$ cat config.mk
export PLATFORM = sky130hd
export DESIGN_NAME = exc_pend_ctrl
export DESIGN_NICKNAME = d
export VERILOG_FILES = /design/src/rtl/epc_pkg.sv /design/src/rtl/epc_pend_bits.sv /design/src/rtl/epc_prio_sel.sv /design/src/rtl/epc_rd_mux.sv /design/src/rtl/exc_pend_ctrl.sv
export SDC_FILE = /design/constraint.sdc
export NUM_CORES = 1
export LEC_CHECK = 0
export BUFFER_PORTS_ARGS = -buffer_cell sky130_fd_sc_hd__buf_2
export CAP_MARGIN = 20
export CORE_ASPECT_RATIO = 1.5
export CORE_UTILIZATION = 49
export CTS_BUF_LIST = sky130_fd_sc_hd__clkbuf_2
export DETAILED_ROUTE_END_ITERATION = 7
export GPL_TIMING_DRIVEN = 0
export PLACE_DENSITY_LB_ADDON = 0.08
export SLEW_MARGIN = 0
export SYNTH_ARGS = -nofsm -noshare
export SYNTH_HDL_FRONTEND = slang
export SYNTH_HIERARCHICAL = 1
export SYNTH_SLANG_ARGS = --single-unit
$ cat constraint.sdc
create_clock -name clk -period 38.2 [get_ports clk]
set_input_delay 1.91 -clock clk [delete_from_list [all_inputs] [get_ports clk]]
set_output_delay 1.91 -clock clk [all_outputs]
set_load 0.05 [all_outputs]
$ cat src/rtl/epc_pkg.sv
// Package: shared constants for the exception pending control register.
// Assumes a 32-bit register word and exception numbers below 64.
package epc_pkg;
    localparam int NMI_NUM    = 2;
    localparam int SVC_NUM    = 14;
    localparam int TMR_NUM    = 15;
    localparam int IRQ_BASE   = 16;

    localparam int BIT_SV_SET = 28;
    localparam int BIT_SV_CLR = 27;
    localparam int BIT_TM_SET = 26;
    localparam int BIT_TM_CLR = 25;
    localparam int BIT_ISR    = 22;
    localparam int VP_LSB     = 12;
    localparam int VP_W       = 6;
    localparam int BIT_RTB    = 11;
    localparam int ACT_W      = 9;

    localparam logic [31:0] RSV_MASK = 32'hE1BC_0600;

    // Index of each software-controlled pending flop
    localparam int PB_SVC = 0;
    localparam int PB_TMR = 1;
    localparam int PB_N   = 2;
endpackage

$ cat src/rtl/epc_pend_bits.sv
// Module: bank of set/clear pending flops.
// Each bit can be set by software or hardware and cleared by software;
// the clear wins over any set in the same cycle. Assumes synchronous reset.
module epc_pend_bits #(
    parameter int N = 2
) (
    input  logic         clk,
    input  logic         rst_n,
    input  logic [N-1:0] sw_set,
    input  logic [N-1:0] sw_clr,
    input  logic [N-1:0] hw_set,
    output logic [N-1:0] pend
);
    for (genvar g = 0; g < N; g++) begin : g_bit
        // Hold one pending flag with clear-over-set priority
        always_ff @(posedge clk) begin
            if (!rst_n)
                pend[g] <= 1'b0;
            else if (sw_clr[g])
                pend[g] <= 1'b0;
            else if (sw_set[g] || hw_set[g])
                pend[g] <= 1'b1;
        end
    end
endmodule

$ cat src/rtl/epc_prio_sel.sv
// Module: combinational selector of the best pending enabled exception.
// Lower priority value wins, ties go to the lower number. Nonzero base
// priority excludes values not better than it; the fault mask excludes all
// but NMI, which is always chosen when pending. Assumes NUM_EXC <= 64.
module epc_prio_sel
    import epc_pkg::*;
#(
    parameter int NUM_EXC = 32,
    parameter int PRIO_W  = 3
) (
    input  logic [NUM_EXC-1:0]        pend,
    input  logic [NUM_EXC-1:0]        en,
    input  logic [NUM_EXC*PRIO_W-1:0] prio_flat,
    input  logic [PRIO_W-1:0]         basepri,
    input  logic                      faultmask,
    output logic [VP_W-1:0]           vect
);
    logic [PRIO_W-1:0]  prio_a [NUM_EXC];
    logic [NUM_EXC-1:0] elig;
    logic               nmi_hit;
    logic               found;
    logic [VP_W-1:0]    best_idx;
    logic [PRIO_W-1:0]  best_p;

    for (genvar g = 0; g < NUM_EXC; g++) begin : g_elig
        assign prio_a[g] = prio_flat[g*PRIO_W +: PRIO_W];
        if (g == 0 || g == NMI_NUM) begin : g_skip
            assign elig[g] = 1'b0;
        end else begin : g_cand
            assign elig[g] = pend[g] && en[g] && !faultmask &&
                             ((basepri == '0) || (prio_a[g] < basepri));
        end
    end

    assign nmi_hit = pend[NMI_NUM];

    // Linear scan keeping the strictly better candidate
    always_comb begin
        found    = 1'b0;
        best_idx = '0;
        best_p   = '1;
        for (int i = 0; i < NUM_EXC; i++) begin
            if (elig[i] && (!found || prio_a[i] < best_p)) begin
                found    = 1'b1;
                best_idx = VP_W'(i);
                best_p   = prio_a[i];
            end
        end
    end

    // NMI overrides every other candidate
    always_comb begin
        if (nmi_hit)
            vect = VP_W'(NMI_NUM);
        else
            vect = best_idx;
    end
endmodule

$ cat src/rtl/epc_rd_mux.sv
// Module: assembles the read word from status fields.
// Reserved and write-only bit positions read 0; a non-matching address
// returns 0. Assumes the 32-bit layout given in epc_pkg.
module epc_rd_mux
    import epc_pkg::*;
(
    input  logic             hit,
    input  logic             sv_pend,
    input  logic             tm_pend,
    input  logic             isr,
    input  logic [VP_W-1:0]  vect,
    input  logic             rtb,
    input  logic [ACT_W-1:0] act_num,
    output logic [31:0]      rdata
);
    // Place each field at its bit position, gate by address match
    always_comb begin
        rdata = '0;
        if (hit) begin
            rdata[BIT_SV_SET]             = sv_pend;
            rdata[BIT_TM_SET]             = tm_pend;
            rdata[BIT_ISR]                = isr;
            rdata[VP_LSB +: VP_W]         = vect;
            rdata[BIT_RTB]                = rtb;
            rdata[ACT_W-1:0]              = act_num;
        end
    end
endmodule

$ cat src/rtl/exc_pend_ctrl.sv
// Module: exception pending control register (top).
// Decodes writes to the set/clear bits of the supervisor-call and timer
// exceptions, merges their pending state into the pending vector, and
// reports selection and active-stack status in one 32-bit word.
// Assumes NUM_EXC in 17..64 and a single-cycle register bus.
module exc_pend_ctrl
    import epc_pkg::*;
#(
    parameter int          ADDR_W   = 8,
    parameter logic [7:0]  REG_ADDR = 8'h04,
    parameter int          NUM_EXC  = 32,
    parameter int          PRIO_W   = 3,
    parameter int          CNT_W    = 4
) (
    input  logic                      clk,
    input  logic                      rst_n,
    input  logic [ADDR_W-1:0]         bus_addr_i,
    input  logic                      bus_we_i,
    input  logic [31:0]               bus_wdata_i,
    output logic [31:0]               bus_rdata_o,
    input  logic [NUM_EXC-1:0]        exc_pend_i,
    input  logic [NUM_EXC-1:0]        exc_en_i,
    input  logic [NUM_EXC*PRIO_W-1:0] exc_prio_i,
    input  logic [PRIO_W-1:0]         basepri_i,
    input  logic                      faultmask_i,
    input  logic [ACT_W-1:0]          act_num_i,
    input  logic [CNT_W-1:0]          act_cnt_i
);
    localparam logic [NUM_EXC-1:0] SYS_MASK =
        (NUM_EXC'(1) << SVC_NUM) | (NUM_EXC'(1) << TMR_NUM);

    logic                hit;
    logic                wr;
    logic [PB_N-1:0]     sw_set;
    logic [PB_N-1:0]     sw_clr;
    logic [PB_N-1:0]     hw_set;
    logic [PB_N-1:0]     pend_q;
    logic [NUM_EXC-1:0]  eff_pend;
    logic [VP_W-1:0]     vect;
    logic                isr;
    logic                rtb;
    logic                unused_wbits;

    // Address decode and write strobe
    assign hit = (bus_addr_i == ADDR_W'(REG_ADDR));
    assign wr  = hit && bus_we_i;

    // Write-side command bits, ignored unless this register is written
    assign sw_set[PB_SVC] = wr && bus_wdata_i[BIT_SV_SET];
    assign sw_clr[PB_SVC] = wr && bus_wdata_i[BIT_SV_CLR];
    assign sw_set[PB_TMR] = wr && bus_wdata_i[BIT_TM_SET];
    assign sw_clr[PB_TMR] = wr && bus_wdata_i[BIT_TM_CLR];
    assign hw_set[PB_SVC] = 1'b0;
    assign hw_set[PB_TMR] = exc_pend_i[TMR_NUM];

    assign unused_wbits = ^{bus_wdata_i[31:29], bus_wdata_i[24:0]};

    epc_pend_bits #(.N(PB_N)) pend_i (
        .clk    (clk),
        .rst_n  (rst_n),
        .sw_set (sw_set),
        .sw_clr (sw_clr),
        .hw_set (hw_set),
        .pend   (pend_q)
    );

    // Replace the two system positions by the register-held state
    always_comb begin
        eff_pend          = exc_pend_i & ~SYS_MASK;
        eff_pend[SVC_NUM] = pend_q[PB_SVC];
        eff_pend[TMR_NUM] = pend_q[PB_TMR];
    end

    epc_prio_sel #(.NUM_EXC(NUM_EXC), .PRIO_W(PRIO_W)) sel_i (
        .pend      (eff_pend),
        .en        (exc_en_i),
        .prio_flat (exc_prio_i),
        .basepri   (basepri_i),
        .faultmask (faultmask_i),
        .vect      (vect)
    );

    // Any external interrupt pending, enable not considered
    assign isr = |eff_pend[NUM_EXC-1:IRQ_BASE];

    // Return reaches thread level when at most one exception is active
    assign rtb = (act_cnt_i <= CNT_W'(1));

    epc_rd_mux rd_i (
        .hit     (hit),
        .sv_pend (pend_q[PB_SVC]),
        .tm_pend (pend_q[PB_TMR]),
        .isr     (isr),
        .vect    (vect),
        .rtb     (rtb),
        .act_num (act_num_i),
        .rdata   (bus_rdata_o)
    );
endmodule

==> Word-level counts from Yosys, hierarchy flattened <==
Index checks and enable logic that the tools add are counted.
{ "totals": {"ff_bits": 2, "inputBits": 220, "out_inout_bits": 32} }
{ "op_classes": {"n_bitwise": 1, "n_lt_le_gt_ge": 60, "n_eq_ne": 1, "n_reduce_logical": 218, "mux": 94} }
{ "op_table": {"columns": ["operator", "n"], "rows": [
  ["$mux 6", 30],
  ["$lt 3x3->1", 59],
  ["$logic_and 1x1->1", 124],
  ["$mux 3", 29],
  ["$logic_or 1x1->1", 60],
  ["$mux 1", 33],
  ["$logic_not 1->1", 30],
  ["$reduce_or 16->1", 1],
  ["$mux 9", 1],
  ["$eq 8x3->1 const B", 1],
  ["$mux 7", 1],
  ["$le 4x1->1 const B", 1],
  ["$reduce_or 2->1", 2],
  ["$logic_not 3->1", 1],
  ["$not 1->1", 1]
]} }

==> Longest topological paths before layout <==
Gate-level depths: netlist (run 1).
{ "logic_depth": {"depth_word": 122, "depth_mapped": 217, "mapped_depth_nobuf": 216} }

==> By module <==
The synthesis (run 1) kept the hierarchy.
{ "by_module_without_submodules": {"columns": ["mod", "cells_per_inst", "instances", "area_per_inst_um2"], "rows": [
  ["epc_prio_sel", 1033, 1, 7028.0],
  ["epc_rd_mux", 34, 1, 250.2],
  ["exc_pend_ctrl", 18, 1, 96.3],
  ["epc_pend_bits", 6, 1, 85.1]
]} }

==> Worst setup path after synthesis (run 1) <==
Ideal clock, no wire load.
{ "synth_timing": {"path_type": "in2out", "startpoint": "in basepri_i[2]", "endpoint": "out bus_rdata_o[15]", "path_buffers": 1, "t_arrival_ps": 37671, "path_slack_ps": -1381, "required_ps": 36290, "cell_stages": 209, "path_cell_list": "inv_1 ha_1 a21o_1 a31oi_1 o21ai_2 nor2_1 ha_1 a21oi_1 o21ai_1 nand2_1 o21ai_0 ha_1 a21boi_1 o211ai_1 o32a_1 o21a_1 maj3_1 a21oi_1 [... 173 more ...] o21ai_1 and3_1 or2_1 ha_1 a21oi_1 o21ai_0 a21oi_1 and2_4 mux2_1 ha_1 or3_1 a21o_1 nand2_1 a22oi_1 nand3_1 nor2_1 a31oi_1 and2_2"} }
{ "synth_between": {"elab_chain_len": 122} }
{ "synth_lines": {"columns": ["element", "line_no", "source"], "rows": [
  ["start: declaration", "exc_pend_ctrl.sv:24", "input logic [PRIO_W-1:0] basepri_i,"],
  ["$lt 3x3->1 / $logic_not 3->1 (equally long branches)", "epc_prio_sel.sv:31", "((basepri == '0) || (prio_a[g] < basepri));"],
  ["$logic_or 1x1->1", "epc_prio_sel.sv:31", null],
  ["$logic_and 1x1->1", "epc_prio_sel.sv:30", "assign elig[g] = pend[g] && en[g] && !faultmask &&"],
  ["$mux 3 / $mux 1 (equally long branches)", "epc_prio_sel.sv:43", "if (elig[i] && (!found || prio_a[i] < best_p)) begin"],
  ["$lt 3x3->1 / $logic_not 1->1 (equally long branches)", null, null],
  ["$logic_or 1x1->1", "epc_prio_sel.sv:43", null],
  ["$logic_and 1x1->1", "epc_prio_sel.sv:43", null],
  ["$mux 3 / $mux 1 (equally long branches)", "epc_prio_sel.sv:43", null],
  ["[... 107 more ...]", null, null],
  ["$mux 3 / $mux 1 (equally long branches)", "epc_prio_sel.sv:43", null],
  ["$lt 3x3->1 / $logic_not 1->1 (equally long branches)", "epc_prio_sel.sv:43", null],
  ["$logic_or 1x1->1", "epc_prio_sel.sv:43", null],
  ["$logic_and 1x1->1", "epc_prio_sel.sv:43", null],
  ["$mux 6 *", "epc_prio_sel.sv:43", null],
  ["$mux 6 *", "epc_prio_sel.sv:53", "if (nmi_hit)"],
  ["named net vect[3]", "exc_pend_ctrl.sv:39", "logic [VP_W-1:0] vect;"],
  ["$mux 7 *", "epc_rd_mux.sv:19", "if (hit) begin"],
  ["end: declaration", "exc_pend_ctrl.sv:20", "output logic [31:0] bus_rdata_o,"]
]} }
The timed path passes the listed nets; every way through them passes the cells marked *.

==> Worst setup path after layout (run 1) <==
{ "layout_timing": {"startpoint": "in basepri_i[2]", "endpoint": "out bus_rdata_o[14]"} }
The elaborated chain is that of the path after synthesis.

==> flow_results.org, run 1 <==
** Outcome
- The flow ran to the end, and the final reports show no timing, DRC or antenna violations.

** Cells and area
- Share of layout cells above drive strength 1 :: 0.443
- Number of flip-flops under the largest register name :: 2
- Largest reg by FF count :: pend_i/pend
- For this run, the post-layout net count is 1799.
- In the final layout, the registers with the most flip-flops are pend_i/pend: 2 flops.
- The area growth from synthesis to layout is 54.0%.
- After filler insertion, the fill cell instance count of the layout stands at 1103.
- Final standard cell count with taps included and fillers excluded :: 1684
- Final standard cell area without fillers :: 0.0115 sq mm

** Detailed routing
- Detailed Route Iter0 Violations :: 718
- After detailed routing, the total wire length is 31.5 mm.
- Before antenna repair, the detailed router went through 6 iterations.
- The routed layout has 10680 vias.
- Dividing the detail-routed wire length by the instance count gives 18.7 microns.
- After detailed routing, the number of vias per cell comes to 6.34.
- After detailed routing, the number of remaining DRC violations is 0.
- Count of nets left with antenna violations after detail routing :: 0

** Timing
- Layout Skew :: 0 ps
- Aggregate negative setup slack :: 0 ps
- Achievable clock frequency :: 26.2 MHz
- Final-report setup violation count :: 0
- Subtracting the final worst setup slack from the clock period gives 38120 ps.
- Final clock period utilization by the worst path :: 0.998
- At the pin with the least slew margin, the transition time is 932 ps.
- In this run the tightest slew margin relative to its limit is 0.362.
- Min setup slack post-route :: 82.8 ps
- The count of endpoints failing hold in the final timing report came to 0.
- RSZ-0062 raised after global routing :: yes
- Number of max-slew violations in the final report :: 0

** Synthesis
- FF+latch count, synth :: 2
- Number of enable-type register cells in the synthesized netlist :: 0
- For this run, asynchronously set or reset flops after synthesis account for 0.
- Yosys cell types :: 105
- The most used flip-flop cell after synthesis is sky130_fd_sc_hd__dfxtp_1.
- The biggest area contributor in the post-synthesis netlist is sky130_fd_sc_hd__ha_1.
- Synthesis produced 1091 cells.
- Dividing the synthesized area by the synthesized cell count gives 6.84 sq um.
- Top cells by area, synth :: sky130_fd_sc_hd__ha_1 (15%), sky130_fd_sc_hd__a21oi_1 (5.4%), sky130_fd_sc_hd__nand2_1 (5.2%)
- The share of synthesized area in the top cell type comes to 0.153.
- Area of the mapped netlist :: 0.00746 sq mm
- Warning count from the yosys run :: 6
- Fraction of the yosys area taken by sequential cells :: 0.00537

** Floorplanning
- Row generation in the floorplan step produced 54 rows.
- The initial utilization of the core area, before any placement, comes to 0.506.
- For this design the top-level I/O count stands at 252.
- The die covers 0.0157 sq mm.
- The floorplan step defined a core boundary enclosing 0.0147 sq mm.
- Y dimension of the die :: 153 microns
- Chip width :: 103 microns

** Clock network
- Clock tree from TritonCTS :: built
- Number of sinks handled by clock tree synthesis :: 2
- H-tree Lvls :: 1
- Clock buffer depth :: 2
- Cts bufs inserted :: 3
- Clock-pin slew was measured on the worst setup and hold paths at 30 ps.
- CTS placed an instance of sky130_fd_sc_hd__clkbuf_2 at the clock tree root.
- Clk Latency, worst-skew pair :: 230 ps

** GRT
- Pin count of the biggest net entering global routing :: 31
- Antenna violations before repair :: 2
- Overall track demand over capacity in global routing :: 0.345
- Global-route wire length before repair :: 44.6 mm
- After global routing the overflow that remains totals 0.
- Number of global-route vias before repair :: 9839

** Setup path
- At the worst endpoint, the arrival time is 36210 ps.
- The slowest stage of the critical path is the sky130_fd_sc_hd__or4_1 cell.
- Endpoint kind of the worst setup timing path :: primary output
- Timing startpoint of the critical path :: basepri_i[2]
- Among the stages of the critical path, the cell type that occurs most often is sky130_fd_sc_hd__ha_4.
- STA classifies the critical path startpoint as an input pin.
- Class of the most critical setup path :: input pin to primary output
- Along the worst path, the maximum fanout reaches 9.
- In this run the critical register-to-register path is launched from pend_i/pend[1]$_SDFFE_PP0P_.
- Stage delay of the slowest cell on the critical path :: 510 ps
- Data on the critical path is required at its endpoint by 36290 ps.

** Power and ir drop
- In this run the static leakage power is 5.32 nW.
- VDD sags by at most 0.0185 mV.
- In this run the power density over the cells is 29.8 mW/mm^2.

** Flow run
- Number of violations of the max-capacitance limit :: 0

** Placed design
- Post-place setup slack :: -6030 ps
- In this run, placement finished with an instance count of 1496.
- Detailed-placement wirelength estimate :: 20.4 mm
- Routability-driven placement finished with a final weighted congestion of 0.931.
- In this run the tool buffered the top-level ports with 197 buffer cells.
- Area after detailed placement :: 0.00885 sq mm

** Min path
- In this run the most critical hold path is launched from pend_i/pend[1]$_SDFFE_PP0P_.
- Worst Hold Class :: flip-flop to flip-flop
layout by cell type (no fill, tap or decap), drive strengths merged, types with 7 or more instances in the layout:
cell / n
buf: 397
nand2: 103
nor2: 91
ha: 91
a21oi: 82
o21ai: 81
inv: 59
nand2b: 54
a21o: 47
and2: 44
nor3: 31
o21a: 26
nand3: 24
o211ai: 20
a211oi: 19
a31oi: 18
mux2: 17
a21boi: 17
or2: 17
mux2i: 16
conb: 15
clkbuf: 14
nand4b: 12
or3: 12
a211o: 9
nor4: 9
o22ai: 9
a31o: 8
o21bai: 8
o31ai: 8
and3: 8
nor2b: 7
layout make-up:
type	count	area, sq um	area share
repair inverters	2	16.3	0.00142
clock buffers	3	15.0	0.00131
inverters	60	278	0.0242
multi-input cells	1011	8250	0.718
well taps	196	245	0.0213
plain buffers	30	195	0.0170
flip-flops and latches	2	40.0	0.00349
diodes	2	5.00	0.000436
repair buffers	378	2440	0.212
power breakdown:
part | total (mW) | internal, mW | switching [mW]
clock | 0.00399 | 0.00210 | 0.00189
sequential | 0.00239 | 0.00226 | 0.000131
combinational | 0.335 | 0.161 | 0.174
worst paths after layout:
path,endpoint,slack [ps],depth (start not counted)
worst min-delay path,pend_i/pend[1]$_SDFFE_PP0P_,580,2
worst min register to register,pend_i/pend[1]$_SDFFE_PP0P_,580,2
worst max-delay path,bus_rdata_o[14],80,214
worst max register to register,pend_i/pend[1]$_SDFFE_PP0P_,37510,2
worst max-delay path: cells and delay by family:
kind / cells / cell delay (ps)
AOI/OAI and AO/OA: 74 / 11460
adders and majority gates: 27 / 5890
buffers and inverters: 33 / 2970
muxes: 17 / 4830
and+or+nand+nor: 63 / 9020
kinds of logic after synthesis:
| group | synth area share |
|---|---|
| other | 0.00151 |
| adder cells (fa/ha/maj) | 0.155 |
| multiplexers | 0.0520 |
| AND/OR/NAND/NOR | 0.313 |
| flip-flops | 0.00537 |
| AO/OA/AOI/OAI | 0.416 |
| buffers and inverters | 0.0564 |
repair_timing:
action / in CTS / in global routing
cloned: 1 / 1
resized for setup: 124 / 155
setup buffers: 116 / 68
hold buffers: 0 / 0
endpoints found under the setup margin: 5 / 5
pin swaps: 53 / 103
metrics by stage:
| stage | total power [mW] | util | hold WS (ps) |
|---|---|---|---|
| 4_1_cts | 0.264 | 0.694 | 586 |
| 5_1_grt | 0.364 | 0.780 | 637 |
| 6_report | 0.342 | 0.780 | 584 |
| 3_3_place_gp | 0.204 | 0.601 | 576 |
| 2_1_floorplan | 0.157 | - | 545 |
| 3_5_place_dp | 0.207 | 0.601 | 574 |
synthesized netlist by cell type, types with 14 or more instances:
master and n:
sky130_fd_sc_hd__o21ai_0 69, sky130_fd_sc_hd__nand2b_1 54, sky130_fd_sc_hd__o211ai_1 19, sky130_fd_sc_hd__a21o_1 47
sky130_fd_sc_hd__inv_1 60, sky130_fd_sc_hd__buf_4 14, sky130_fd_sc_hd__o21a_1 26, sky130_fd_sc_hd__nor3_1 28
sky130_fd_sc_hd__nand3_1 24, sky130_fd_sc_hd__mux2_2 14, sky130_fd_sc_hd__nor2_1 90, sky130_fd_sc_hd__ha_1 91
sky130_fd_sc_hd__a21oi_1 80, sky130_fd_sc_hd__nand2_1 103, sky130_fd_sc_hd__a211oi_1 16, sky130_fd_sc_hd__a31oi_1 17
sky130_fd_sc_hd__and2_2 15, sky130_fd_sc_hd__and2_1 28
metal layers:
metal | up-vias | part of all wire | global-route usage
met5 | - | 0.00041 | 0
met4 | 2 | 0.060 | 0.186
met3 | 177 | 0.066 | 0.0343
met2 | 588 | 0.52 | 0.657
met1 | 4973 | 0.35 | 0.357
li1 | 4940 | - | -
Note: power is estimated with default switching activity, not from simulation.
==> run 2, diff against run 1 <==
==> constraint.sdc (replaced) <==
create_clock -name clk -period 39.8 [get_ports clk]
set_input_delay 1.99 -clock clk [delete_from_list [all_inputs] [get_ports clk]]
set_output_delay 1.99 -clock clk [all_outputs]
set_load 0.05 [all_outputs]
==> run 2 against run 1 <==
Effect of this change:
- sequential cell count is the same
- non-clock buffer count shrank 84
- critical path type unchanged
- sequential share of layout area hardly changed
==> flow_results.org, run 2 (synthesis results as in run 1) <==
** Power and ir drop
- The peak supply drop came to 0.0120 mV (-35%).
- Clock network power share :: 0.013 (about the same)
- Reg power frac :: 0.009 (+0.002)
- Leak :: 4.84 nW (-9.0%)
- The overall power of the completed layout is 259 uW (-24%).
- The switching power total is 140 uW (-20%).
- Combinational Power Share :: 0.978 (-0.003)
- Internal Power :: 119 uW (-29%)
- Switching power share of the total :: 0.542 (+0.0269)
- The power per cell area came to 25.1 mW/mm^2 (-16%).

** Cells and area
- The area of all placed cells without fillers is 0.0103 sq mm (-10%).
- The share of cells above drive strength 1 came to 0.369 (-0.0740).
- Most common library cell in the layout ignoring fill and taps :: sky130_fd_sc_hd__buf_2
- The sequential cell area in the final layout is 40.0 sq um (unchanged).
- The library cells used most frequently in the layout, excluding fill and tap cells, are sky130_fd_sc_hd__buf_2 (191), sky130_fd_sc_hd__buf_4 (111), sky130_fd_sc_hd__nand2_1 (91).
- The fraction of the core area covered by cells at the end of the flow was 0.701 (-0.0793).
- The flip-flop count of the largest register, all copies and words added came to 2 (unchanged).
- Registers with the most flip-flops :: pend_i/pend: 2 flops
- Compared with the post-synthesis result, the final layout area differs by 38.3%.
- The fill cell total of the finished layout is 1323 (+20%).
- Count of inserted antenna diode cells :: 0 (-2)
- The final instance count without filler cells was 1598 (-5.1%).
- Nets :: 1715 (-4.7%)
- Area of the multi-input gates :: 0.00777 sq mm (-5.8%)
- pend_i/pend holds more flip-flops than any other register.

** Clock network
- The number of buffers on the longest clock path came to 2 (unchanged).
- TritonCTS built the clock tree.
- Cts bufs inserted :: 3 (unchanged)
- The cell sitting at the root of the clock tree is a sky130_fd_sc_hd__clkbuf_2.
- The total number of H-tree levels came to 1 (unchanged).
- The clock-pin transition on the worst setup and hold timing paths was 30 ps (about the same).
- Clk Latency, worst-skew pair :: 200 ps (-30 ps)
- Number of sinks handled by clock tree synthesis :: 2 (unchanged)

** Timing
- Of the available clock period, the critical path in the final layout requires 0.965.
- The final-layout setup total negative slack is 0 ps (unchanged).
- Timing would allow up to 26.0 MHz.
- Number of max-slew violations in the final report :: 0 (unchanged)
- Final-report setup violation count :: 0 (unchanged)
- Min setup slack post-route :: 1400 ps (+1310 ps)
- Final critical path time including I/O delays and setup :: 38400 ps
- The worst-case headroom to the max-slew limit was 0.403 (+0.0405).
- The worst clock skew is 0 ps (unchanged).
- Actual slew at the worst max-slew pin :: 896 ps (-36.6 ps)
- The final worst hold slack came to 632 ps (+47.8 ps).
- Final count of hold timing violations :: 0 (unchanged)

** Setup path
- In this design, the critical path's most frequently occurring cell is sky130_fd_sc_hd__ha_1.
- Endpoint kind of the worst setup timing path :: primary output
- STA classifies the critical path startpoint as an input pin.
- Endpoint required time on the critical path :: 37810 ps (+1520 ps)
- The maximum net fanout on the critical path was 6 (-3).
- The data arrival time of the critical path came to 36410 ps (+200 ps).
- Class of the most critical setup path :: input pin to primary output
- The delay contributed by the slowest stage of the critical path came to 490 ps (-20 ps).
- Among all stages on the critical path, the largest delay is contributed by sky130_fd_sc_hd__or4_4.

** Placed design
- Area after detailed placement :: 0.00874 sq mm (-1.3%)
- The detailed placer's ending HPWL is 20.5 mm (+0.12%).
- The pre-CTS setup slack was -6380 ps (-352 ps).
- Routability Congestion :: 0.957 (+2.8%)
- Cell Count Post-Placement :: 1496 (unchanged)
- # port buffers :: 197 (unchanged)

** Floorplanning
- Top-level port count :: 252 (unchanged)
- Chip width :: 103 microns (unchanged)
- The area enclosed by the die boundary was 0.0157 sq mm (unchanged).
- The initial standard-cell utilization of the core is 0.506 (unchanged).
- The die extent in y came to 153 microns (unchanged).
- The placement row count was 54 (unchanged).
- The core outline area was 0.0147 sq mm (unchanged).

** Detailed routing
- The via count was 9843 (-7.8%).
- Final routed wire length divided by cell count :: 17.2 microns (-7.9%)
- The residual DRC count came to 0 (unchanged).
- Post-DR vias/cell :: 6.16 (-2.9%)
- The number of optimization iterations in the first detailed-route pass was 5 (-1).
- The remaining antenna violation count after routing came to 0 (unchanged).
- The total length of routed wires came to 27.5 mm (-13%).
- The violation count after the first detailed-routing iteration came to 483 (-33%).

** GRT
- Number of global-route vias before repair :: 9080 (-7.7%)
- Pin count of the biggest net entering global routing :: 31 (unchanged)
- The wire length of the first global-routing pass is 41.8 mm (-6.2%).
- Antenna violations before repair :: 0 (-2)
- The total global routing track utilization is 0.325 (-0.0208).
- GR Overflow Total :: 0 (unchanged)

** Outcome
- The run finished with clean final reports.

** Min path
- The worst hold path belongs to the class flip-flop to flip-flop.

** Flow run
- Number of violations of the max-capacitance limit :: 0 (unchanged)
[run 2: area by class of cell]
cell class,count,area share
sequential,2,0.00388
tap,196,0.0238
buffer,30,0.0189
timing repair inverter,2,0.00170
inverter,60,0.0256
timing repair buffer,294,0.171
multi-input combinational,1011,0.753
clock buffer,3,0.00145
[run 2: layer usage]
| metal | global-route usage | part of all wire |
|---|---|---|
| met5 | 0 | 0 |
| met4 | 0.133 | 0.042 |
| met3 | 0.0297 | 0.054 |
| met2 | 0.628 | 0.53 |
| met1 | 0.345 | 0.37 |
[run 2: path summary, 6_finish.rpt]
kind,end,slack (ps),cells past startpoint,startpoint
min reg2reg,pend_i/pend[1]$_SDFFE_PP0P_,630,2,pend_i/pend[1]$_SDFFE_PP0P_
max reg2reg,pend_i/pend[0]$_SDFFE_PP0P_,39090,2,pend_i/pend[0]$_SDFFE_PP0P_
min,pend_i/pend[1]$_SDFFE_PP0P_,630,2,pend_i/pend[1]$_SDFFE_PP0P_
max,bus_rdata_o[16],1400,211,basepri_i[2]
[run 2: worst max-delay path, delay by kind of cell]
family	cells	cell delay (ps)
muxes	18	4970
buffers and inverters	28	2000
and+or+nand+nor	61	8590
AOI/OAI and AO/OA	74	11860
adders and majority gates	30	6980
[run 2: repair_timing]
item	4_1_cts	5_1_grt
cloned	1	1
gates resized for setup	105	99
hold buffers	0	0
pin swaps	26	42
setup buffers	55	42
setup endpoints to repair	5	5
[run 2: power groups by stage]
stage / clock network (mW) / registers [mW] / logic (mW)
floorplan: 0 / 0.00229 / 0.145
finish: 0.00341 / 0.00231 / 0.253
global placement: 0 / 0.00233 / 0.190
CTS: 0.00364 / 0.00231 / 0.217
detailed placement: 0 / 0.00234 / 0.193
global route: 0.00386 / 0.00232 / 0.275
